--- config.mk ---
export PLATFORM = sky130hd
export DESIGN_NAME = wdog_window
export DESIGN_NICKNAME = d
export VERILOG_FILES = /design/src/rtl/wdog_window.sv
export SDC_FILE = /design/constraint.sdc
export NUM_CORES = 1
export LEC_CHECK = 0
export BUFFER_PORTS_ARGS = -buffer_cell sky130_fd_sc_hd__buf_2
export CORE_UTILIZATION = 25
export CTS_CLUSTER_DIAMETER = 50
export DETAILED_ROUTE_END_ITERATION = 8
export PLACE_DENSITY_LB_ADDON = 0.1
export SYNTH_ARGS = -nofsm -noshare
export SYNTH_HDL_FRONTEND = slang
export SYNTH_SLANG_ARGS = --single-unit
--- constraint.sdc ---
create_clock -name clk -period 8.3 [get_ports clk]
set_input_delay 0.415 -clock clk [delete_from_list [all_inputs] [get_ports clk]]
set_output_delay 0.415 -clock clk [all_outputs]
set_load 0.02 [all_outputs]
--- src/rtl/wdog_window.sv ---
module wdog_window #(
  parameter int PRE_DIV   = 125,
  parameter int PS_STAGES = 16,
  localparam int SELW  = $clog2(PS_STAGES),
  localparam int PREW  = $clog2(PRE_DIV),
  localparam int POSTW = PS_STAGES - 1,
  localparam int AW    = POSTW + PREW + 2
) (
  input  logic            clk,
  input  logic            rst_n,
  input  logic            cfg_en_i,
  input  logic            win_dis_i,
  input  logic [SELW-1:0] sel_i,
  input  logic            clr_i,
  input  logic            sleep_i,
  input  logic            osc_chg_i,
  input  logic            clk_fail_i,
  input  logic            reg_we,
  input  logic [7:0]      reg_wdata,
  output logic [7:0]      reg_rdata,
  output logic            wake_o,
  output logic            tmo_rst_o,
  output logic            win_rst_o
);

  logic [PREW-1:0]  pre_cnt;
  logic [POSTW-1:0] post_cnt;
  logic [AW-1:0]    pos, span;
  logic sw_en, sleep_q, win_flag, run, entry, clr_ok, clr_bad, wipe, pre_end, term;
  logic [6:0] wdata_unused;

  assign wdata_unused = reg_wdata[7:1];
  assign run      = cfg_en_i | sw_en;
  assign entry    = sleep_i & ~sleep_q;
  assign pos      = AW'(post_cnt) * AW'(PRE_DIV) + AW'(pre_cnt);
  assign span     = AW'(PRE_DIV) << sel_i;
  assign win_flag = (pos << 2) >= ((span << 1) + span);
  assign clr_ok   = clr_i & (win_dis_i | win_flag);
  assign clr_bad  = clr_i & ~clr_ok;
  assign wipe     = ~run | entry | osc_chg_i | clk_fail_i | clr_ok;
  assign pre_end  = pre_cnt == PREW'(PRE_DIV - 1);
  assign term     = pre_end && (post_cnt == ({POSTW{1'b1}} >> (POSTW - int'(sel_i))));
  assign reg_rdata = {win_flag, 6'b0, sw_en};

  always_ff @(posedge clk or negedge rst_n) begin
    if (!rst_n) begin
      sw_en   <= 1'b0;
      sleep_q <= 1'b0;
    end else begin
      sleep_q <= sleep_i;
      if (reg_we) sw_en <= reg_wdata[0];
    end
  end

  always_ff @(posedge clk or negedge rst_n) begin
    if (!rst_n) begin
      pre_cnt  <= '0;
      post_cnt <= '0;
    end else if (wipe || term) begin
      pre_cnt  <= '0;
      post_cnt <= '0;
    end else if (pre_end) begin
      pre_cnt  <= '0;
      post_cnt <= post_cnt + 1'b1;
    end else begin
      pre_cnt  <= pre_cnt + 1'b1;
    end
  end

  always_ff @(posedge clk or negedge rst_n) begin
    if (!rst_n) begin
      wake_o    <= 1'b0;
      tmo_rst_o <= 1'b0;
      win_rst_o <= 1'b0;
    end else begin
      wake_o    <= ~wipe & term & sleep_i;
      tmo_rst_o <= ~wipe & term & ~sleep_i;
      win_rst_o <= run & clr_bad;
    end
  end

  assert_one_pulse_R10: assert property (@(posedge clk) disable iff (!rst_n)
    $onehot0({wake_o, tmo_rst_o, win_rst_o}));
  assert_tmo_single_R10: assert property (@(posedge clk) disable iff (!rst_n)
    (wake_o || tmo_rst_o) |=> !(wake_o || tmo_rst_o));
  assert_restart_after_tmo_R2: assert property (@(posedge clk) disable iff (!rst_n)
    (wake_o || tmo_rst_o) |-> (pre_cnt == '0 && post_cnt == '0));
  assert_stopped_quiet_R8: assert property (@(posedge clk) disable iff (!rst_n)
    !run |=> (pre_cnt == '0 && post_cnt == '0 && !wake_o && !tmo_rst_o && !win_rst_o));
  assert_early_clear_keeps_R5: assert property (@(posedge clk) disable iff (!rst_n)
    (run && clr_i && !win_dis_i && !win_flag && !entry && !osc_chg_i && !clk_fail_i)
      |=> (win_rst_o && (pre_cnt != '0 || post_cnt != '0)));
  assert_wake_when_asleep_R9: assert property (@(posedge clk) disable iff (!rst_n)
    wake_o |-> $past(sleep_i));

endmodule

==> impl_metrics.toml, run 1 <==
[worst_setup_path]
slowest_delay_ns = 0.60
endpoint_kind = "primary output"
cp-start-kind = "register"
crit_family = "adder cells"
cp.depth = 25
worstSetupPathType = "register to primary output"
slowest_stage = "dfrtp_1"
required_ns = 7.89
critical_path_buf_inv_count = 6
crit_fanout = 7
cp_data_arrival_time_ns = 6.95
r2r_cells = 26

[route]
drc = 0
first_pass_iters = 5
drt-wirelength-per-cell_um = 15.77
vias = 4982
antenna_left = 0
drt_iter0_markers = 240
wl_mm = 16.54
viasPerCell = 4.749

[place]
hpwl_mm = 13.67
dp_cells = 1045
port_buffers = 18
place_congestion = 0.7451
placed_area_mm2 = 0.006655

[run_status]
outcome = "complete, no violations"

[cells_and_area]
fin_util_pct = 27.54
syn_to_final_growth_pct = 7.314
final_cells = 1049
postLayoutCellArea_mm2 = 0.006738
drive_gt1_share_pct = 7.172
fin_nets = 910
insertedDiodeCount = 0

[clocking]
ctsHoldBuffers = 0
clock-sinks = 27
numCtsBuffers = 3
max-clock-path-buffers = 2
post_cts_buffers = 0
h-tree-depth = 1
root_buffer = "clkbuf_16"
clk_pin_slew_ns = 0.07
clock_latency_ns = 0.26
cts.repair.resized = 0
cts_tree = "built"

[sta]
finalMaxSlewViolations = 0
setup_tns_ns = 0
fmax_ghz = 0.1358
rsz0062_at_grt = "no"
maxSlewHeadroom_pct = 37.23
fin_worst_skew_ns = 0.006010
hold_viol = 0
setup_violations = 0
period_needed_ns = 7.364
finalCritPeriodShare_pct = 88.72
tightest_slew_ns = 0.9416

[logic_synthesis]
synth_seq_cells = 27
yosys.cell_types.count = 64
ys_async_sr_fraction_pct = 100.0
ys.flop_type = "dfrtp_1"
synth_area_mm2 = 0.006279
synth_edf_count = 0
ys_warn_count = 0
avgSynthCellArea_um2 = 8.708
ys_seq_area_share_pct = 10.76
netlist_instances = 721

[grt]
grt_pass1_wl_mm = 27.97
grt-ovfl-total = 0
grt_max_degree = 37
antenna_found_initial = 0
grt_pass1_vias = 5327
grt.total_usage_pct = 13.54

[die]
num_io_pins = 32
fp.dieW_um = 160.5
die_y_um = 160.5
rows = 57
core_area_mm2 = 0.02446
dieArea_mm2 = 0.02575
start_util_pct = 25.67

[power_and_ir_drop]
ir_drop_v = 0.00007330
power_leakage_nw = 3.206
power_density_mw_per_mm2 = 57.79

[run]
max-cap-violations = 0

[worst_hold_path]
min_path_type = "input port to asynchronous set/reset pin"
-- final cells by class --
class / instances / area, um^2
fill: 2622 / 17720
multi-input combinational: 554 / 4999
sequential: 27 / 675.6
inverter: 118 / 442.9
tap: 324 / 405.4
timing repair buffer: 22 / 132.6
clock buffer: 3 / 75.07
clock inverter: 1 / 7.507
-- where the power goes --
part,switching (W),total [W],leakage [nW],internal (W)
logic,0.0000892,0.000143,2.80,0.0000536
registers,0.00000143,0.000134,0.372,0.000133
clock network,0.0000469,0.000112,0.0371,0.0000656
total,0.000137,0.000389,3.21,0.000252
-- final timing paths --
path / from / slack [ns] / to
worst max-delay path: post_cnt[9]$_DFFE_PN0P_ / 0.94 / reg_rdata[7]
worst min-delay path: rst_n / 0.17 / wake_o$_DFF_PN0_
worst max register to register: post_cnt[9]$_DFFE_PN0P_ / 0.98 / post_cnt[1]$_DFFE_PN0P_
worst min register to register: sw_en$_DFFE_PN0P_ / 0.59 / sw_en$_DFFE_PN0P_
max in group asynchronous: rst_n / 7.71 / post_cnt[5]$_DFFE_PN0P_
min in group clk: sleep_i / 0.29 / sleep_q$_DFF_PN0_
-- through the flow --
stage | hold WS (ns) | setup slack (ns) | total power, W
floorplan | 0.1194 | 2.023 | 0.0002469
global placement | 0.4676 | 0.9906 | 0.0002772
detailed placement | 0.4731 | 0.9735 | 0.0002796
CTS | 0.1800 | 0.8472 | 0.0003976
global route | 0.2204 | 0.3925 | 0.0004221
finish | 0.1728 | 0.9364 | 0.0003894
-- cells by family after synthesis --
logic type,synth area share [%]
AO/OA/AOI/OAI,14.83
XOR/XNOR,7.951
adder cells (fa/ha/maj),39.30
buffers and inverters,10.08
flip-flops,10.76
multiplexers,0.3388
other,0.05973
AND/OR/NAND/NOR,16.68
-- registers in the layout, summed over array words and instances, names as in the netlist --
signal     cells
pre_cnt        7
win_rst_o      1
sleep_q        1
wake_o         1
post_cnt      15
sw_en          1
tmo_rst_o      1
-- layer usage --
layer | wire (um) | part of all wire, % | vias up | track usage [%]
met5 | 0 | 0 | - | 0
met1 | 7929 | 48 | 2443 | 18.23
li1 | - | - | 2470 | -
met3 | 371 | 2.2 | 8 | 1.136
met4 | 127 | 0.77 | 0 | 1.472
met2 | 8111 | 49 | 61 | 24.12
-- layout by cell type, fill, tap and decap left out, types with 4 or more instances in the layout --
cell / synthesis / layout
a21o_1: 14 / 14
a21oi_1: 39 / 39
a31oi_1: 9 / 9
and3_1: 11 / 11
and4_1: 4 / 4
buf_2: 5 / 18
conb_1: 1 / 7
dfrtp_1: 27 / 27
fa_1: 57 / 57
ha_1: 106 / 106
inv_1: 115 / 115
nand2_1: 32 / 32
nand2b_1: 6 / 6
nand3_1: 19 / 19
nand4_1: 5 / 5
nor2_1: 40 / 40
nor2b_1: 4 / 4
nor3_1: 23 / 23
nor4_1: 7 / 7
nor4_2: 18 / 18
o21a_1: 9 / 9
o21ai_0: 31 / 31
o22ai_1: 5 / 5
xnor2_1: 38 / 38
xor2_1: 19 / 19
-- synthesized netlist by cell type, types with 9 or more instances --
cell type  instances  area, um^2
nor4_2            18       225.2
inv_1            115       431.7
nand2_1           32       120.1
nor2_1            40       150.1
ha_1             106        1326
xor2_1            19       166.4
and3_1            11       68.82
buf_4              9       67.56
nor3_1            23       115.1
fa_1              57        1141
a31oi_1            9       56.30
nand3_1           19       95.09
o21a_1             9       67.56
a21oi_1           39       195.2
dfrtp_1           27       675.7
a21o_1            14       105.1
o21ai_0           31       155.2
xnor2_1           38       332.8
-- worst register-to-register path, cell delays in order (launching register included) --
cell and delay (ns):
dfrtp_1 0.60, inv_1 0.26, fa_1 0.54, inv_1 0.05, fa_1 0.49, inv_1 0.05
fa_1 0.51, fa_1 0.54, inv_1 0.04, ha_1 0.39, o21a_1 0.17, nand3_1 0.07
a21boi_1 0.21, and3_1 0.19, a21bo_1 0.22, and3_1 0.16, a311o_1 0.33, ha_1 0.35
and3_1 0.18, o2111ai_1 0.11, a2111oi_0 0.40, buf_4 0.20, a41o_1 0.23, a31oi_4 0.07
a31oi_4 0.48, buf_12 0.23, nor4_1 0.08
Power figures use the tool's default switching activity.
==> inputs of run 2 (changes only) <==
--- a/config.mk
+++ b/config.mk
@@ -5,6 +5,7 @@
 export SDC_FILE = /design/constraint.sdc
 export NUM_CORES = 1
 export LEC_CHECK = 0
+export ABC_AREA = 1
 export BUFFER_PORTS_ARGS = -buffer_cell sky130_fd_sc_hd__buf_2
 export CORE_UTILIZATION = 25
 export CTS_CLUSTER_DIAMETER = 50
==> run 2 against run 1 <==
  * Maximum frequency grew 12%
  * Clock skew fell by 0.00086 ns
  * Highest routed layer unchanged
  * Critical path type is now register to register
  * Largest power group unchanged
  * Clock-buffer cell count unchanged
==> impl_metrics.toml, run 2 <==
[run_status]
outcome = "complete, no violations"

[logic_synthesis]
synth_area_leaders = "ha_1 21%, fa_1 18%, dfrtp_1 11%"
netlist_instances = 855
synth_seq_cells = 27
ys_async_sr_fraction_pct = 100.0
ys.flop_type = "dfrtp_1"
yosysMostFrequentCell = "nand2_1"
synth_edf_count = 0
synth_area_mm2 = 0.006281
ys_warn_count = 0
synthTopCellsByCount = "175 x nand2_1, 159 x inv_1, 106 x ha_1, 88 x nor2_1, 57 x fa_1"
synth_top_area_share_pct = 21.12
avgSynthCellArea_um2 = 7.346
synth_top_cell_by_area = "ha_1"
ys_seq_area_share_pct = 10.76
yosys.cell_types.count = 32

[clocking]
clock_latency_ns = 0.28
numCtsBuffers = 3
ctsHoldBuffers = 0
clock-sinks = 27
clk_pin_slew_ns = 0.07
cts.repair.resized = 0
max-clock-path-buffers = 2
post_cts_buffers = 0
root_buffer = "clkbuf_16"
cts_tree = "built"
h-tree-depth = 1

[worst_setup_path]
crit_fanout = 16
cp_data_arrival_time_ns = 6.78
worstSetupPathType = "register to register"
endpoint_kind = "register"
cp-start-kind = "register"
r2r_slack_ns = 1.72
required_ns = 8.49

[place]
port_buffers = 18
hpwl_mm = 15.28
place_congestion = 0.8015
pre_cts_slack_ns = 1.644
dp_cells = 1190

[route]
antenna_left = 0
drt-wirelength-per-cell_um = 14.70
first_pass_iters = 5
drc = 0
wl_mm = 17.56
vias = 5144
viasPerCell = 4.308
drt_iter0_markers = 249

[sta]
fin_hold_ws_ns = 0.1753
hold_viol = 0
tightest_slew_ns = 0.6765
maxSlewHeadroom_pct = 54.43
fmax_ghz = 0.1520
setup_violations = 0
period_needed_ns = 6.581
layout_setup_ws_ns = 1.719
fin_worst_skew_ns = 0.005146
finalMaxSlewViolations = 0
rsz0062_at_grt = "no"
finalCritPeriodShare_pct = 79.29
setup_tns_ns = 0

[power_and_ir_drop]
p_seq_share_pct = 33.8
switching_share_pct = 37.78
power.share.clock_pct = 30.0
power_density_mw_per_mm2 = 58.18
p_comb_share_pct = 36.1
p_int_w = 0.0002458
switchingPower_w = 0.0001493
ir_drop_v = 0.00006300
power_leakage_nw = 3.626

[die]
fp.dieW_um = 160.5
rows = 57
num_io_pins = 32
start_util_pct = 25.68
core_area_mm2 = 0.02446
dieArea_mm2 = 0.02576
die_y_um = 160.5

[cells_and_area]
largest_register_ffs = 15
drive_gt1_share_pct = 4.368
multiInputGateArea_mm2 = 0.004916
reg.largest.list = "post_cnt x15, pre_cnt x7"
fill_cells = 2750
fin_nets = 1055
mostFrequentLayoutCell = "nand2_1"
final_cells = 1194
mostFrequentLayoutCells = "175 x nand2_1, 159 x inv_1, 106 x ha_1, 88 x nor2_1, 57 x fa_1"
max_flop_register = "post_cnt"
regArea_um2 = 675.6
insertedDiodeCount = 0
syn_to_final_growth_pct = 8.088

[grt]
antenna_found_initial = 0
grt.total_usage_pct = 14.18
grt_max_degree = 28
grt_pass1_wl_mm = 28.53
grt_pass1_vias = 5221
grt-ovfl-total = 0

[run]
max-cap-violations = 0

[worst_hold_path]
min_path_type = "input port to asynchronous set/reset pin"
==> run 2: cell types whose count changed in the layout (fill, tap and decap cells not counted), moves of 7 or more <==
cell,delta
o21a_1,-9
xnor2_1,-26
a21o_1,-9
and3_1,-11
xor2_1,+25
nand2_1,+143
a21oi_1,+11
inv_1,+44
nor2_1,+48
nand3_1,+19
nor4_2,-18
o21ai_0,-7
nor3_1,-17
==> run 2: path summary, 6_finish.rpt <==
| kind | from | to | cells past startpoint |
|---|---|---|---|
| min in group clk | sleep_i | sleep_q$_DFF_PN0_ | 1 |
| min reg2reg | sw_en$_DFFE_PN0P_ | sw_en$_DFFE_PN0P_ | 1 |
| max | post_cnt[2]$_DFFE_PN0P_ | post_cnt[6]$_DFFE_PN0P_ | 24 |
| max in group asynchronous | rst_n | post_cnt[12]$_DFFE_PN0P_ | 1 |
| min | rst_n | post_cnt[0]$_DFFE_PN0P_ | 1 |
| max reg2reg | post_cnt[2]$_DFFE_PN0P_ | post_cnt[6]$_DFFE_PN0P_ | 24 |
==> run 2: final cells by class <==
type / instances / share of cell area (%)
clock inverter: 1 / 0.1106
tap: 324 / 5.971
inverter: 165 / 9.123
clock buffer: 3 / 1.106
timing repair buffer: 18 / 1.327
multi-input combinational: 656 / 72.41
sequential: 27 / 9.952
==> run 2: through the flow <==
step                 power, W  area (um^2)  utilization [%]
finish              0.0003950         6789            27.75
CTS                 0.0004027         6789            27.75
global route        0.0004280         6789            27.75
floorplan           0.0002432         6304                -
detailed placement  0.0002797         6706            27.42
global placement    0.0002824         6706            27.42
==> run 2: metal layers <==
| layer | vias up | wire length, um | GRT usage, % |
|---|---|---|---|
| li1 | 2705 | - | - |
| met1 | 2379 | 9291 | 21.33 |
| met2 | 55 | 7878 | 22.75 |
| met3 | 5 | 278 | 0.5424 |
| met4 | 0 | 107 | 2.078 |
| met5 | - | 0 | 0 |
==> run 2: power by group through the flow <==
stage	sequential, W	clock, W	combinational, W
2_1_floorplan	0.000136	0	0.000107
3_3_place_gp	0.000136	0	0.000146
3_5_place_dp	0.000136	0	0.000143
4_1_cts	0.000134	0.000124	0.000145
5_1_grt	0.000134	0.000129	0.000165
6_report	0.000134	0.000119	0.000143
==> run 2: critical path, cell delays in order, from the launching register on <==
cell and delay [ns]:
dfrtp_1 0.57, inv_1 0.21, fa_1 0.57, fa_1 0.44
fa_1 0.51, fa_1 0.54, inv_1 0.04, ha_1 0.36
a21oi_1 0.20, a21boi_0 0.47, o21ai_0 0.27, nand2_1 0.11
inv_1 0.05, o21bai_1 0.13, nand2_1 0.11, ha_1 0.30
nand2_1 0.08, inv_1 0.04, nand2_1 0.05, nand2_1 0.05
a21oi_1 0.24, nand4_1 0.37, nand2_1 0.24, nand3_2 0.32
nor2_1 0.20
==> run 2: cells by family after synthesis <==
family	count (synthesis)	share of synthesized area [%]
flip-flops	27	10.76
adder cells (fa/ha/maj)	163	39.28
multiplexers	1	0.1793
other	1	0.05970
AO/OA/AOI/OAI	91	7.809
XOR/XNOR	56	7.809
AND/OR/NAND/NOR	338	22.77
buffers and inverters	178	11.33
